File: src/rtl/gpio_altfn_pkg.sv
// Shared constants for the GPIO port: pin count, register selects and
// the fixed alternate-function map. Assumes the nine-pin layout.
package gpio_altfn_pkg;
    localparam int NPINS = 9;
    localparam int NALT  = 5;

    typedef enum logic [2:0] {
        SEL_DIR  = 3'd0,
        SEL_OUT  = 3'd1,
        SEL_IN   = 3'd2,
        SEL_IEN  = 3'd3,
        SEL_STAT = 3'd4,
        SEL_ALT  = 3'd5
    } reg_sel_e;

    // Vector bit driven or read by each alternate function.
    localparam int ALT_PIN [NALT] = '{0, 1, 2, 4, 7};
    // 1 = the alternate function is an output, 0 = an input.
    localparam logic [NALT-1:0] ALT_IS_OUT = 5'b10011;
endpackage

File: src/rtl/gpio_in_filter.sv
// One pad input: two-flop synchronizer followed by a pulse-width filter.
// The filtered level takes a new value only after the synchronized level
// has differed from it for MIN_CYC consecutive cycles. 'changed' pulses
// one cycle after each update. Assumes pad_raw is asynchronous.
module gpio_in_filter #(
    parameter int MIN_CYC = 10
) (
    input  logic clk,
    input  logic rst_n,
    input  logic pad_raw,
    output logic level,
    output logic changed
);
    localparam int CNT_W = $clog2(MIN_CYC) + 1;

    logic             s1, s2;
    logic [CNT_W-1:0] cnt;

    // Bring the pad level into the clock domain.
    always_ff @(posedge clk) begin
        if (!rst_n) begin
            s1 <= 1'b0;
            s2 <= 1'b0;
        end else begin
            s1 <= pad_raw;
            s2 <= s1;
        end
    end

    // Accept a new level only after it has held for MIN_CYC cycles.
    always_ff @(posedge clk) begin
        if (!rst_n) begin
            level   <= 1'b0;
            cnt     <= '0;
            changed <= 1'b0;
        end else begin
            changed <= 1'b0;
            if (s2 != level) begin
                if (cnt == CNT_W'(MIN_CYC - 1)) begin
                    level   <= s2;
                    cnt     <= '0;
                    changed <= 1'b1;
                end else begin
                    cnt <= cnt + 1'b1;
                end
            end else begin
                cnt <= '0;
            end
        end
    end
endmodule

File: src/rtl/gpio_regs.sv
// Register file: direction, output data, interrupt enable, sticky status
// (write 1 to clear, a new change wins over a clear) and alternate
// enables. Reads return data one cycle after rd_en. Assumes a single
// access per cycle.
module gpio_regs
    import gpio_altfn_pkg::*;
#(
    parameter int ADDR_W = 3
) (
    input  logic              clk,
    input  logic              rst_n,
    input  logic              wr_en,
    input  logic              rd_en,
    input  logic [ADDR_W-1:0] addr,
    input  logic [NPINS-1:0]  wr_data,
    input  logic [NPINS-1:0]  in_level,
    input  logic [NPINS-1:0]  in_changed,
    output logic              rd_valid,
    output logic [NPINS-1:0]  rd_data,
    output logic [NPINS-1:0]  dir_q,
    output logic [NPINS-1:0]  dout_q,
    output logic [NPINS-1:0]  ien_q,
    output logic [NPINS-1:0]  stat_q,
    output logic [NALT-1:0]   alt_q,
    output logic              irq
);
    logic [NPINS-1:0] clr_mask;
    logic [NPINS-1:0] rd_mux;

    // Status bits selected for clearing by this cycle's write.
    always_comb begin
        clr_mask = (wr_en && addr == ADDR_W'(SEL_STAT)) ? wr_data : '0;
    end

    // Software-written configuration registers.
    always_ff @(posedge clk) begin
        if (!rst_n) begin
            dir_q  <= '0;
            dout_q <= '0;
            ien_q  <= '0;
            alt_q  <= '0;
        end else if (wr_en) begin
            case (addr)
                ADDR_W'(SEL_DIR): dir_q  <= wr_data;
                ADDR_W'(SEL_OUT): dout_q <= wr_data;
                ADDR_W'(SEL_IEN): ien_q  <= wr_data;
                ADDR_W'(SEL_ALT): alt_q  <= wr_data[NALT-1:0];
                default: ;
            endcase
        end
    end

    // Sticky status: set by enabled level changes, cleared by writing 1.
    always_ff @(posedge clk) begin
        if (!rst_n) stat_q <= '0;
        else        stat_q <= (stat_q & ~clr_mask) | (in_changed & ien_q);
    end

    // Read multiplexer.
    always_comb begin
        case (addr)
            ADDR_W'(SEL_DIR):  rd_mux = dir_q;
            ADDR_W'(SEL_OUT):  rd_mux = dout_q;
            ADDR_W'(SEL_IN):   rd_mux = in_level;
            ADDR_W'(SEL_IEN):  rd_mux = ien_q;
            ADDR_W'(SEL_STAT): rd_mux = stat_q;
            ADDR_W'(SEL_ALT):  rd_mux = NPINS'(alt_q);
            default:           rd_mux = '0;
        endcase
    end

    // Registered read response.
    always_ff @(posedge clk) begin
        if (!rst_n) begin
            rd_valid <= 1'b0;
            rd_data  <= '0;
        end else begin
            rd_valid <= rd_en;
            rd_data  <= rd_en ? rd_mux : '0;
        end
    end

    // Aggregate interrupt.
    always_comb irq = |(stat_q & ien_q);
endmodule

File: src/rtl/gpio_pad_mux.sv
// Pad steering: GPIO direction and data by default. An enabled output
// alternate function forces its pin to drive the inverted request, and
// an enabled input alternate function forces its pin to input and
// presents the filtered level on an active-low output. Assumes the
// package map.
module gpio_pad_mux
    import gpio_altfn_pkg::*;
(
    input  logic [NPINS-1:0] dir_q,
    input  logic [NPINS-1:0] dout_q,
    input  logic [NALT-1:0]  alt_q,
    input  logic [NALT-1:0]  alt_req,
    input  logic [NPINS-1:0] in_level,
    output logic [NPINS-1:0] pad_out,
    output logic [NPINS-1:0] pad_oe,
    output logic [NALT-1:0]  alt_in_n
);
    // Apply the alternate-function overrides on top of GPIO control.
    always_comb begin
        pad_oe   = dir_q;
        pad_out  = dout_q;
        alt_in_n = '1;
        for (int a = 0; a < NALT; a++) begin
            if (alt_q[a]) begin
                if (ALT_IS_OUT[a]) begin
                    pad_oe[ALT_PIN[a]]  = 1'b1;
                    pad_out[ALT_PIN[a]] = ~alt_req[a];
                end else begin
                    pad_oe[ALT_PIN[a]]  = 1'b0;
                    alt_in_n[a]         = in_level[ALT_PIN[a]];
                end
            end
        end
    end
endmodule

File: src/rtl/gpio_altfn_port.sv
// Top of the nine-pin GPIO port with alternate functions. Wires one
// input filter per pin, the register file and the pad steering.
// Assumes pads are asynchronous and the clock period sets MIN_PULSE_CYC.
module gpio_altfn_port
    import gpio_altfn_pkg::*;
#(
    parameter int MIN_PULSE_CYC = 10,
    parameter int ADDR_W        = 3
) (
    input  logic              clk,
    input  logic              rst_n,
    input  logic              wr_en,
    input  logic              rd_en,
    input  logic [ADDR_W-1:0] addr,
    input  logic [NPINS-1:0]  wr_data,
    output logic              rd_valid,
    output logic [NPINS-1:0]  rd_data,
    input  logic [NPINS-1:0]  pad_in,
    output logic [NPINS-1:0]  pad_out,
    output logic [NPINS-1:0]  pad_oe,
    input  logic              port2_rst_req,
    input  logic              port4_rst_req,
    input  logic              gpe_req,
    output logic              expint0_n,
    output logic              expint2_n,
    output logic              irq
);
    logic [NPINS-1:0] in_level, in_changed;
    logic [NPINS-1:0] dir_q, dout_q, ien_q, stat_q;
    logic [NALT-1:0]  alt_q, alt_req, alt_in_n;

    // One synchronizer and pulse filter per pin.
    for (genvar p = 0; p < NPINS; p++) begin : g_pin
        gpio_in_filter #(.MIN_CYC(MIN_PULSE_CYC)) i_flt (
            .clk     (clk),
            .rst_n   (rst_n),
            .pad_raw (pad_in[p]),
            .level   (in_level[p]),
            .changed (in_changed[p])
        );
    end

    gpio_regs #(.ADDR_W(ADDR_W)) i_regs (
        .clk        (clk),
        .rst_n      (rst_n),
        .wr_en      (wr_en),
        .rd_en      (rd_en),
        .addr       (addr),
        .wr_data    (wr_data),
        .in_level   (in_level),
        .in_changed (in_changed),
        .rd_valid   (rd_valid),
        .rd_data    (rd_data),
        .dir_q      (dir_q),
        .dout_q     (dout_q),
        .ien_q      (ien_q),
        .stat_q     (stat_q),
        .alt_q      (alt_q),
        .irq        (irq)
    );

    // Request vector in alternate-function order (input slots unused).
    always_comb alt_req = {gpe_req, 1'b0, 1'b0, port4_rst_req, port2_rst_req};

    gpio_pad_mux i_mux (
        .dir_q    (dir_q),
        .dout_q   (dout_q),
        .alt_q    (alt_q),
        .alt_req  (alt_req),
        .in_level (in_level),
        .pad_out  (pad_out),
        .pad_oe   (pad_oe),
        .alt_in_n (alt_in_n)
    );

    // Expander interrupt outputs.
    always_comb begin
        expint0_n = alt_in_n[2];
        expint2_n = alt_in_n[3];
    end
endmodule

File: config.mk
export PLATFORM = sky130hd
export DESIGN_NAME = gpio_altfn_port
export DESIGN_NICKNAME = d
export VERILOG_FILES = /design/src/rtl/gpio_altfn_pkg.sv /design/src/rtl/gpio_in_filter.sv /design/src/rtl/gpio_regs.sv /design/src/rtl/gpio_pad_mux.sv /design/src/rtl/gpio_altfn_port.sv
export SDC_FILE = /design/constraint.sdc
export NUM_CORES = 1
export LEC_CHECK = 0
export BUFFER_PORTS_ARGS = -buffer_cell sky130_fd_sc_hd__buf_4
export CORE_MARGIN = 5
export CORE_UTILIZATION = 58
export CTS_CLUSTER_DIAMETER = 60
export DETAILED_ROUTE_END_ITERATION = 8
export GPL_TIMING_DRIVEN = 0
export PLACE_DENSITY = 0.79
export RECOVER_POWER = 25
export SYNTH_ARGS = -nofsm -noshare
export SYNTH_HDL_FRONTEND = slang
export SYNTH_HIERARCHICAL = 1
export SYNTH_SLANG_ARGS = --single-unit
File: constraint.sdc
create_clock -name clk -period 1.2 [get_ports clk]
set_input_delay 0.18 -clock clk [delete_from_list [all_inputs] [get_ports clk]]
set_output_delay 0.18 -clock clk [all_outputs]
set_load 0.02 [all_outputs]
==> impl_metrics.json, run 1 <==
{
  "status": "complete, but fails checks",
  "violations": "setup timing",
  "setup_viol": 15,
  "ir_drop_v": 0.000908,
  "fin_crit_sh_pct": 156,
  "fp-row-count": 36,
  "grt_overflow": 0,
  "p_int_mw": 7.82,
  "die_h_microns": 109,
  "die_area_sq_um": 11900,
  "cp_max_fo": 4,
  "start_util_pct": 58.9,
  "setup_ws_ns": -0.673,
  "worst_pin_slew_ns": 0.721,
  "place_inst": 764,
  "synthToLayoutAreaGrowth_pct": 28.6,
  "wl_mm": 13.3,
  "hpwlAfterDp_mm": 8.62,
  "clkSinkCount": 132,
  "crit_type": "reg -> out",
  "rsz0062_at_grt": "true",
  "gr-usage-met1_pct": 27.6,
  "cp-start-kind": "flop",
  "core_area_sq_um": 9680,
  "vias_per_cell": 5.33,
  "p_sw_mw": 2.35,
  "syn_area_per_cell_sq_um": 9.93,
  "maxCapViolations": 0,
  "grt_usage_pct": 23.5,
  "die-width_microns": 109,
  "grt_pass1_vias": 4405,
  "seqPwrFrac_pct": 44.1,
  "arrival_ns": 1.69,
  "layout-drive-gt1-share_pct": 27.7,
  "top_usage_layer": "met2",
  "final_area_sq_um": 7330,
  "combPwrFrac_pct": 5.9,
  "leakagePower_nw": 2.92,
  "clock.fmax_mhz": 534,
  "root_buffer": "clkbuf_8",
  "final_cells": 827,
  "gp_congestion": 0.901,
  "grtUsageMet2_pct": 40.6,
  "mappedNetlistArea_sq_um": 5700,
  "hold_viol_final": 0,
  "grt_first_pass_wirelength_mm": 21.4,
  "clk_pin_slew_ns": 0.06,
  "ant_nets": 0,
  "first_iter_violations": 280,
  "finalSetupTns_ns": -2.60,
  "switching_share_pct": 23.1,
  "port_buffers": 57,
  "num_vias": 4405,
  "fin_nets": 726,
  "grt_max_degree": 53,
  "drcViolationCount": 0,
  "power_density_nw_per_um2": 1390,
  "cts_made_buffers": 17,
  "clockBufferDepth": 2,
  "grt_use_met3_pct": 5.80,
  "wl_per_cell_microns": 16.1,
  "min_path_cells": 3,
  "ys_warn_count": 6,
  "final_max_slew_viol_count": 0,
  "insertion_delay_ns": 0.52,
  "cts_tree": "yes",
  "required_ns": 1.02,
  "hp-class": "in -> reg",
  "synthCells": 574,
  "synth_nets": 620,
  "antenna_found_initial": 0,
  "crit_path_end_kind": "output pin",
  "first_pass_iters": 5,
  "placed_cell_area_sq_um": 6300,
  "reg2reg_depth": 4,
  "p_clk_share_pct": 50.0,
  "io_pins": 59,
  "skew_ns": 0.00699,
  "h-tree-depth": 4,
  "layout_min_cycle_time_ns": 1.87,
  "power_mw": 10.2,
  "max-slew-margin-rel_pct": 51.7
}
[critical path, cell delays in order (launching register included)]
cell	delay (ns)
dfxtp_1	0.36
a222oi_1	0.41
nand3_1	0.22
buf_6	0.18
[per-layer routing]
layer / routed length [microns] / share of wire (%) / vias up
met4: 393 / 2.9 / 0
met5: 0 / 0 / -
met3: 885 / 6.6 / 35
met2: 6570 / 49 / 167
li1: - / - / 2130
met1: 5490 / 41 / 2073
[power groups by stage]
stage,combinational [mW],sequential (mW),clock [mW]
after floorplan,0.286,4.58,0
after global placement,0.501,4.58,0
after detailed placement,0.508,4.59,0
after CTS,0.587,4.49,5.14
after global routing,0.639,4.50,5.37
final,0.598,4.49,5.09
[worst paths after layout]
check / start / end / slack, ns
setup / recovery: i_regs/ien_q[5] / irq / -0.67
hold / removal: rd_en / i_regs/rd_data[7] / 0.03
setup reg to reg: i_regs/dir_q[3] / i_regs/rd_data[3] / -0.06
hold reg to reg: g_pin[1].i_flt/s1 / g_pin[1].i_flt/s2 / 0.43
[flip-flops by register name (all words and copies together), names as in the netlist, 9 cells and up]
name / cells
g_pin.i_flt/cnt: 45
g_pin.i_flt/changed: 9
g_pin.i_flt/level: 9
g_pin.i_flt/s1: 9
g_pin.i_flt/s2: 9
i_regs/dir_q: 9
i_regs/dout_q: 9
i_regs/ien_q: 9
i_regs/rd_data: 9
i_regs/stat_q: 9
[cell usage in the layout, fill, tap and decap left out, types with 19 or more instances in the layout]
| cell type | count |
|---|---|
| nand3_1 | 22 |
| inv_1 | 21 |
| buf_6 | 26 |
| xor2_1 | 27 |
| buf_4 | 49 |
| dfxtp_1 | 104 |
| a21boi_0 | 27 |
| mux2i_1 | 19 |
| dfxtp_2 | 25 |
| nand2_1 | 77 |
| nor2_1 | 59 |
[stage by stage]
step,worst slack [ns],hold slack [ns],utilization (%)
after detailed placement,-0.358,0.391,65.0
after global placement,-0.347,0.387,65.0
after CTS,-0.606,0.00172,75.4
after floorplan,0.0589,0.302,-
final,-0.673,0.0304,75.7
after global routing,-0.624,0.0244,75.7
[area by class of cell]
cell class,count,area (sq um)
multi-input cells,393,2850
flip-flops and latches,132,2690
clock inverters,13,148
diodes,1,2.50
well taps,133,166
fillers,650,2350
repair buffers,95,835
plain buffers,19,128
clock buffers,19,442
inverters,22,82.6
[timing repair]
action / 4_1_cts / 5_1_grt
pin swaps: 8 / 0
hold endpoints to repair: 41 / 0
buffers inserted: 20 / 0
endpoints found under the setup margin: 21 / 18
gates resized for setup: 56 / 10
hold buffers: 18 / 0
Note: power is estimated with default switching activity, not from simulation.
==> run 2: changes to the inputs <==
--- a/config.mk
+++ b/config.mk
@@ -15,5 +15,4 @@
 export RECOVER_POWER = 25
 export SYNTH_ARGS = -nofsm -noshare
 export SYNTH_HDL_FRONTEND = slang
-export SYNTH_HIERARCHICAL = 1
 export SYNTH_SLANG_ARGS = --single-unit
==> constraint.sdc (replaced) <==
create_clock -name clk -period 1.2 [get_ports clk]
set_input_delay 0.18 -clock clk [delete_from_list [all_inputs] [get_ports clk]]
set_output_delay 0.18 -clock clk [all_outputs]
set_load 0.05 [all_outputs]
==> run 2 against run 1 <==
Net effect: the flow still finishes with violations (setup timing); critical path type unchanged; clock power shrank 2%; total power shrank 0.16%; utilization grew 4.2 points; highest routed layer unchanged; count of clock-buffer cells in the layout is the same; global-route usage grew 2.4 points; synthesized cell count shrank 0.70%; sequential cell count is the same; sequential power is essentially flat; critical endpoint unchanged.
==> impl_metrics.json, run 2 <==
{
  "status": "complete, but fails checks",
  "violations": "setup timing",
  "clk_pin_slew_ns": 0.06,
  "ys_types": 42,
  "ir_drop_v": 0.000909,
  "ys_warn_count": 0,
  "grt_pass1_vias": 4738,
  "yosys.area.top_type": "dfxtp_1",
  "h-tree-depth": 4,
  "ant_nets": 0,
  "num_antenna_cells": 0,
  "grt_overflow": 0,
  "ys_top_cells_by_area": "dfxtp_1 48%, nand2_1 5.5%, xor2_1 4.3%, ha_1 4.1%, nor2_1 4.0%",
  "io_pins": 59,
  "r2r_setup_slack_ns": -0.06,
  "worst_hold_slack_ns": 0.0451,
  "ys_ff_latch": 132,
  "grt_max_degree": 17,
  "synth_top_area_share_pct": 48.3,
  "wl_mm": 14.3,
  "rsz0062_at_grt": "true",
  "yosys.cell_count.top_type": "dfxtp_1",
  "maxCapViolations": 0,
  "syn_area_per_cell_sq_um": 9.60,
  "synth_seq_area_share_pct": 48.3,
  "clockBufferDepth": 2,
  "grt_first_pass_wirelength_mm": 23.0,
  "drcViolationCount": 0,
  "power_density_nw_per_um2": 1380,
  "pre_cts_ws_ns": -0.340,
  "hold_viol_final": 0,
  "grt_usage_pct": 25.9,
  "port_buffers": 54,
  "met3_length_mm": 1.10,
  "mostFrequentLayoutCells": "83 x dfxtp_1, 80 x nand2_1, 53 x nor2_1",
  "r2r-end": "i_regs.rd_data[3]",
  "antenna_found_initial": 0,
  "cp-start-kind": "flop",
  "cts_tree": "yes",
  "max-slew-margin-rel_pct": 52.2,
  "mappedNetlistArea_sq_um": 5470,
  "clkSinkCount": 132,
  "root_buffer": "clkbuf_8",
  "placed_cell_area_sq_um": 6070,
  "min_path_cells": 4,
  "worst_pin_slew_ns": 0.715,
  "synthToLayoutAreaGrowth_pct": 34.9,
  "largest_reg_flops": 45,
  "top_layer": "met4",
  "cts_made_buffers": 17,
  "arrival_ns": 1.63,
  "async_flop_share_pct": 0,
  "start_util_pct": 59.2,
  "synthCells": 570,
  "synth_common_cells": "132 x dfxtp_1, 80 x nand2_1, 58 x nor2_1",
  "crit_type": "reg -> out",
  "wl_per_cell_microns": 17.5,
  "crit_path_end_kind": "output pin",
  "layout_min_cycle_time_ns": 1.81,
  "num_vias": 4559,
  "hpwlAfterDp_mm": 8.65,
  "ys.flop_type": "dfxtp_1",
  "regMostFlops": "g_pin.i_flt.cnt",
  "die_h_microns": 107,
  "setup_viol": 20,
  "clock.fmax_mhz": 552,
  "first_iter_violations": 344,
  "holdPathEnd": "i_regs.dir_q[7]",
  "fp-row-count": 35,
  "final_max_slew_viol_count": 0,
  "finalSetupTns_ns": -2.91,
  "layout-drive-gt1-share_pct": 31.5,
  "cp_max_fo": 4,
  "fin_crit_sh_pct": 151,
  "fin_nets": 723,
  "first_pass_iters": 6,
  "vias_per_cell": 5.57,
  "required_ns": 1.02,
  "core_area_sq_um": 9240,
  "skew_ns": 0.00780,
  "gp_congestion": 0.892,
  "hp-class": "in -> reg",
  "wl_met1_mm": 5.37,
  "layout_commonest_cell": "dfxtp_1",
  "power_mw": 10.2,
  "die_area_sq_um": 11500,
  "wl_met2_mm": 7.38,
  "insertion_delay_ns": 0.52,
  "synth_nets": 616,
  "final_area_sq_um": 7380,
  "setup_ws_ns": -0.612,
  "die-width_microns": 107,
  "min_from": "addr[2]",
  "leakagePower_nw": 2.97,
  "r2r_start": "i_regs.alt_q[3]",
  "reg2reg_depth": 4,
  "synth-edff-count": 0
}
[run 2: kinds of logic after synthesis]
family          share of synthesized area, %
simple gates                            21.4
flops                                   48.3
compound gates                          9.30
buf+inv                                 5.14
xor+xnor                                5.76
mux                                     5.97
fa+ha+maj                               4.11
[run 2: how the worst max path moves through the flow]
stage / startpoint / to / slack [ns] / cells past startpoint
after floorplan: addr[2] / i_regs.dir_q[0] / 0.02 / 5
after global placement: addr[1] / i_regs.stat_q[8] / -0.27 / 5
after detailed placement: addr[1] / i_regs.stat_q[2] / -0.34 / 5
after CTS: i_regs.ien_q[2] / irq / -0.60 / 4
after global routing: i_regs.ien_q[2] / irq / -0.63 / 4
final: i_regs.ien_q[2] / irq / -0.61 / 4
[run 2: stage by stage]
stage / instances / utilization (%)
4_1_cts: 813 / 77.8
5_1_grt: 818 / 79.9
3_5_place_dp: 753 / 65.7
6_report: 818 / 79.9
3_3_place_gp: 753 / 65.7
2_1_floorplan: 570 / -
[run 2: routing by layer]
metal | global-route usage (%) | up-vias
met5 | 0 | -
li1 | - | 2119
met3 | 7.47 | 45
met1 | 29.2 | 2185
met4 | 11.5 | 0
met2 | 45.3 | 210
[run 2: layout make-up]
class	count	area [sq um]
sequential	132	2720
clock buffer	19	442
fill	568	1860
buffer	26	169
tap	129	161
timing repair buffer	94	946
inverter	21	78.8
multi-input combinational	385	2740
clock inverter	12	130
[run 2: timing repair]
action	in CTS	in global routing
hold buffers	18	0
setup endpoints to repair	31	68
hold endpoints to repair	40	0
buffers inserted	17	5
pin swaps	3	5
resized for setup	93	51
[run 2: worst max-delay path, stage by stage (launching register included)]
cell and delay, ns:
dfxtp_1 0.35, a22o_1 0.23, a221oi_2 0.23, nand3_2 0.13, buf_6 0.18
[run 2: power by group]
part / internal, mW / leakage [nW] / switching, mW
Combinational: 0.305 / 1.60 / 0.381
Clock: 3.05 / 0.269 / 1.93
Sequential: 4.44 / 1.09 / 0.0518
Total: 7.80 / 2.97 / 2.36
==> run 3: changes to the inputs <==
--- a/config.mk
+++ b/config.mk
@@ -7,11 +7,10 @@
 export LEC_CHECK = 0
 export BUFFER_PORTS_ARGS = -buffer_cell sky130_fd_sc_hd__buf_4
 export CORE_MARGIN = 5
-export CORE_UTILIZATION = 58
+export CORE_UTILIZATION = 23
 export CTS_CLUSTER_DIAMETER = 60
 export DETAILED_ROUTE_END_ITERATION = 8
 export GPL_TIMING_DRIVEN = 0
-export PLACE_DENSITY = 0.79
 export RECOVER_POWER = 25
 export SYNTH_ARGS = -nofsm -noshare
 export SYNTH_HDL_FRONTEND = slang
==> run 3 against run 2 <==
Net effect: the flow still finishes with violations (setup timing); final cell count grew 21%; critical path depth shrank 1; combinational power decreased by 6.7%; register-to-register slack gained 0.03 ns; critical path type unchanged; critical endpoint unchanged; largest cell class is now registers.
==> impl_metrics.json, run 3 (same netlist as run 2, synthesis figures left out) <==
{
  "status": "complete, but fails checks",
  "violations": "setup timing",
  "cts_made_buffers": 17,
  "layout_min_cycle_time_ns": 1.80,
  "io_pins": 59,
  "layout_commonest_cell": "dfxtp_1",
  "top_layer": "met4",
  "slowest_stage": "a222oi_1",
  "max-slew-margin-rel_pct": 51.9,
  "clockBufferDepth": 2,
  "power_mw": 9.83,
  "grt_pass1_vias": 4015,
  "leakagePower_nw": 2.86,
  "ir_drop_v": 0.000745,
  "clk_pin_slew_ns": 0.06,
  "mostFrequentLayoutCells": "98 x dfxtp_1, 80 x nand2_1, 53 x nor2_1",
  "skew_ns": 0.00735,
  "wl_mm": 14.1,
  "antenna_found_initial": 0,
  "met3_length_microns": 859,
  "root_buffer": "clkbuf_16",
  "clock.fmax_mhz": 557,
  "arrival_ns": 1.62,
  "fin_nets": 705,
  "clkSinkCount": 132,
  "grt_overflow": 0,
  "drcViolationCount": 0,
  "r2r_setup_slack_ns": -0.03,
  "hp-class": "in -> reg",
  "cp-start-kind": "flop",
  "required_ns": 1.02,
  "worst_hold_slack_ns": 0.0332,
  "final_area_sq_um": 7320,
  "rsz0062_at_grt": "true",
  "fp-row-count": 56,
  "cp_num_buf_inv": 1,
  "reg2reg_depth": 4,
  "r2r-end": "i_regs.rd_data[4]",
  "num_vias": 4185,
  "final_max_slew_viol_count": 0,
  "first_pass_iters": 5,
  "insertion_delay_ns": 0.42,
  "hpwlAfterDp_mm": 9.93,
  "start_util_pct": 23.3,
  "setup_viol": 12,
  "cp_max_fo": 2,
  "die-width_microns": 164,
  "vias_per_cell": 4.23,
  "power_density_nw_per_um2": 1340,
  "crit_chain": "a222oi_1 -> nand3_2 -> buf_8",
  "n_fill_cell": 2433,
  "r2r_start": "i_regs.dir_q[4]",
  "endpoint": "irq",
  "crit_path_end_kind": "output pin",
  "grt_first_pass_wirelength_mm": 21.8,
  "fin_crit_sh_pct": 150,
  "hold_viol_final": 0,
  "regMostFlops": "g_pin.i_flt.cnt",
  "crit_type": "reg -> out",
  "num_antenna_cells": 0,
  "fin_util_pct": 31.2,
  "maxCapViolations": 0,
  "wl_met2_mm": 6.59,
  "cts_tree": "yes",
  "max_stage_delay_ns": 0.51,
  "wl_met1_mm": 6.38,
  "multi_input_area_sq_um": 2710,
  "ant_nets": 0,
  "grt_max_degree": 17,
  "gp_congestion": 0.833,
  "core_area_sq_um": 23500,
  "die_h_microns": 164,
  "path_depth": 3,
  "ff_latch_area_sq_um": 2710,
  "h-tree-depth": 4,
  "layout-drive-gt1-share_pct": 27.5,
  "synthToLayoutAreaGrowth_pct": 33.7,
  "min_path_cells": 3,
  "placed_cell_area_sq_um": 6310,
  "die_area_sq_um": 27000,
  "largest_reg_flops": 45,
  "setup_ws_ns": -0.596,
  "first_iter_violations": 278,
  "worst_pin_slew_ns": 0.718,
  "crit_start": "i_regs.ien_q[4]",
  "critical_path.top_delay_family": "compound AO/OA/AOI/OAI gates",
  "wl_per_cell_microns": 14.2,
  "port_buffers": 54,
  "grt_usage_pct": 10.8
}
run 3: changes by cell type in the layout (fill, tap and decap cells not counted), moves of 3 or more:
cell / previous run / this run
dlygate4sd3_1: 18 / 9
clkbuf_1: 12 / 17
buf_8: 20 / 17
and2_1: 9 / 15
dfxtp_4: 5 / 11
dfxtp_2: 44 / 23
clkinvlp_4: 5 / 1
dfxtp_1: 83 / 98
and2_0: 9 / 3
buf_4: 43 / 50
buf_6: 21 / 8
run 3: final cells by class:
cell class	instances	share of cell area, %
clock inverters	5	0.718
plain buffers	22	1.71
repair buffers	80	10.4
inverters	21	1.08
flip-flops and latches	132	37.1
clock buffers	25	6.50
multi-input cells	385	37.1
well taps	319	5.45
run 3: report_power, final:
part | switching (mW) | internal, mW
clock | 1.79 | 2.92
sequential | 0.0493 | 4.43
combinational | 0.365 | 0.276
run 3: worst min-delay path by stage:
stage | start | endpoint | slack, ns
after global placement | pad_in[6] | g_pin[6].i_flt.s1 | 0.39
after detailed placement | pad_in[6] | g_pin[6].i_flt.s1 | 0.39
after global routing | wr_data[8] | i_regs.dir_q[8] | 0.03
final | wr_data[5] | i_regs.dir_q[5] | 0.03
after floorplan | pad_in[0] | g_pin[0].i_flt.s1 | 0.31
after CTS | wr_data[5] | i_regs.dir_q[5] | 0.02
run 3: routing by layer:
metal / global-route usage [%] / up-vias
li1: - / 2084
met1: 14.0 / 1981
met2: 16.7 / 102
met3: 3.31 / 18
met4: 4.12 / 0
met5: 0 / -
run 3: worst register-to-register path: stages, from the launching register on:
cell and delay (ns):
dfxtp_2 0.32, buf_4 0.12, mux2_2 0.28, a221oi_1 0.27, a311oi_1 0.09
run 3: per-stage QoR:
stage	worst slack [ns]	instances	TNS, ns
detailed placement	-0.297	943	-16.09
floorplan	0.0181	570	0
global route	-0.639	989	-3.96
CTS	-0.605	988	-1.61
finish	-0.596	989	-1.43
global placement	-0.295	943	-15.12
run 3: what timing repair did:
action | 4_1_cts | 5_1_grt
endpoints found under the hold margin | 9 | 0
setup buffers | 15 | 2
pin swaps | 4 | 5
resized for setup | 84 | 32
setup endpoints to repair | 22 | 48
hold buffers | 9 | 0
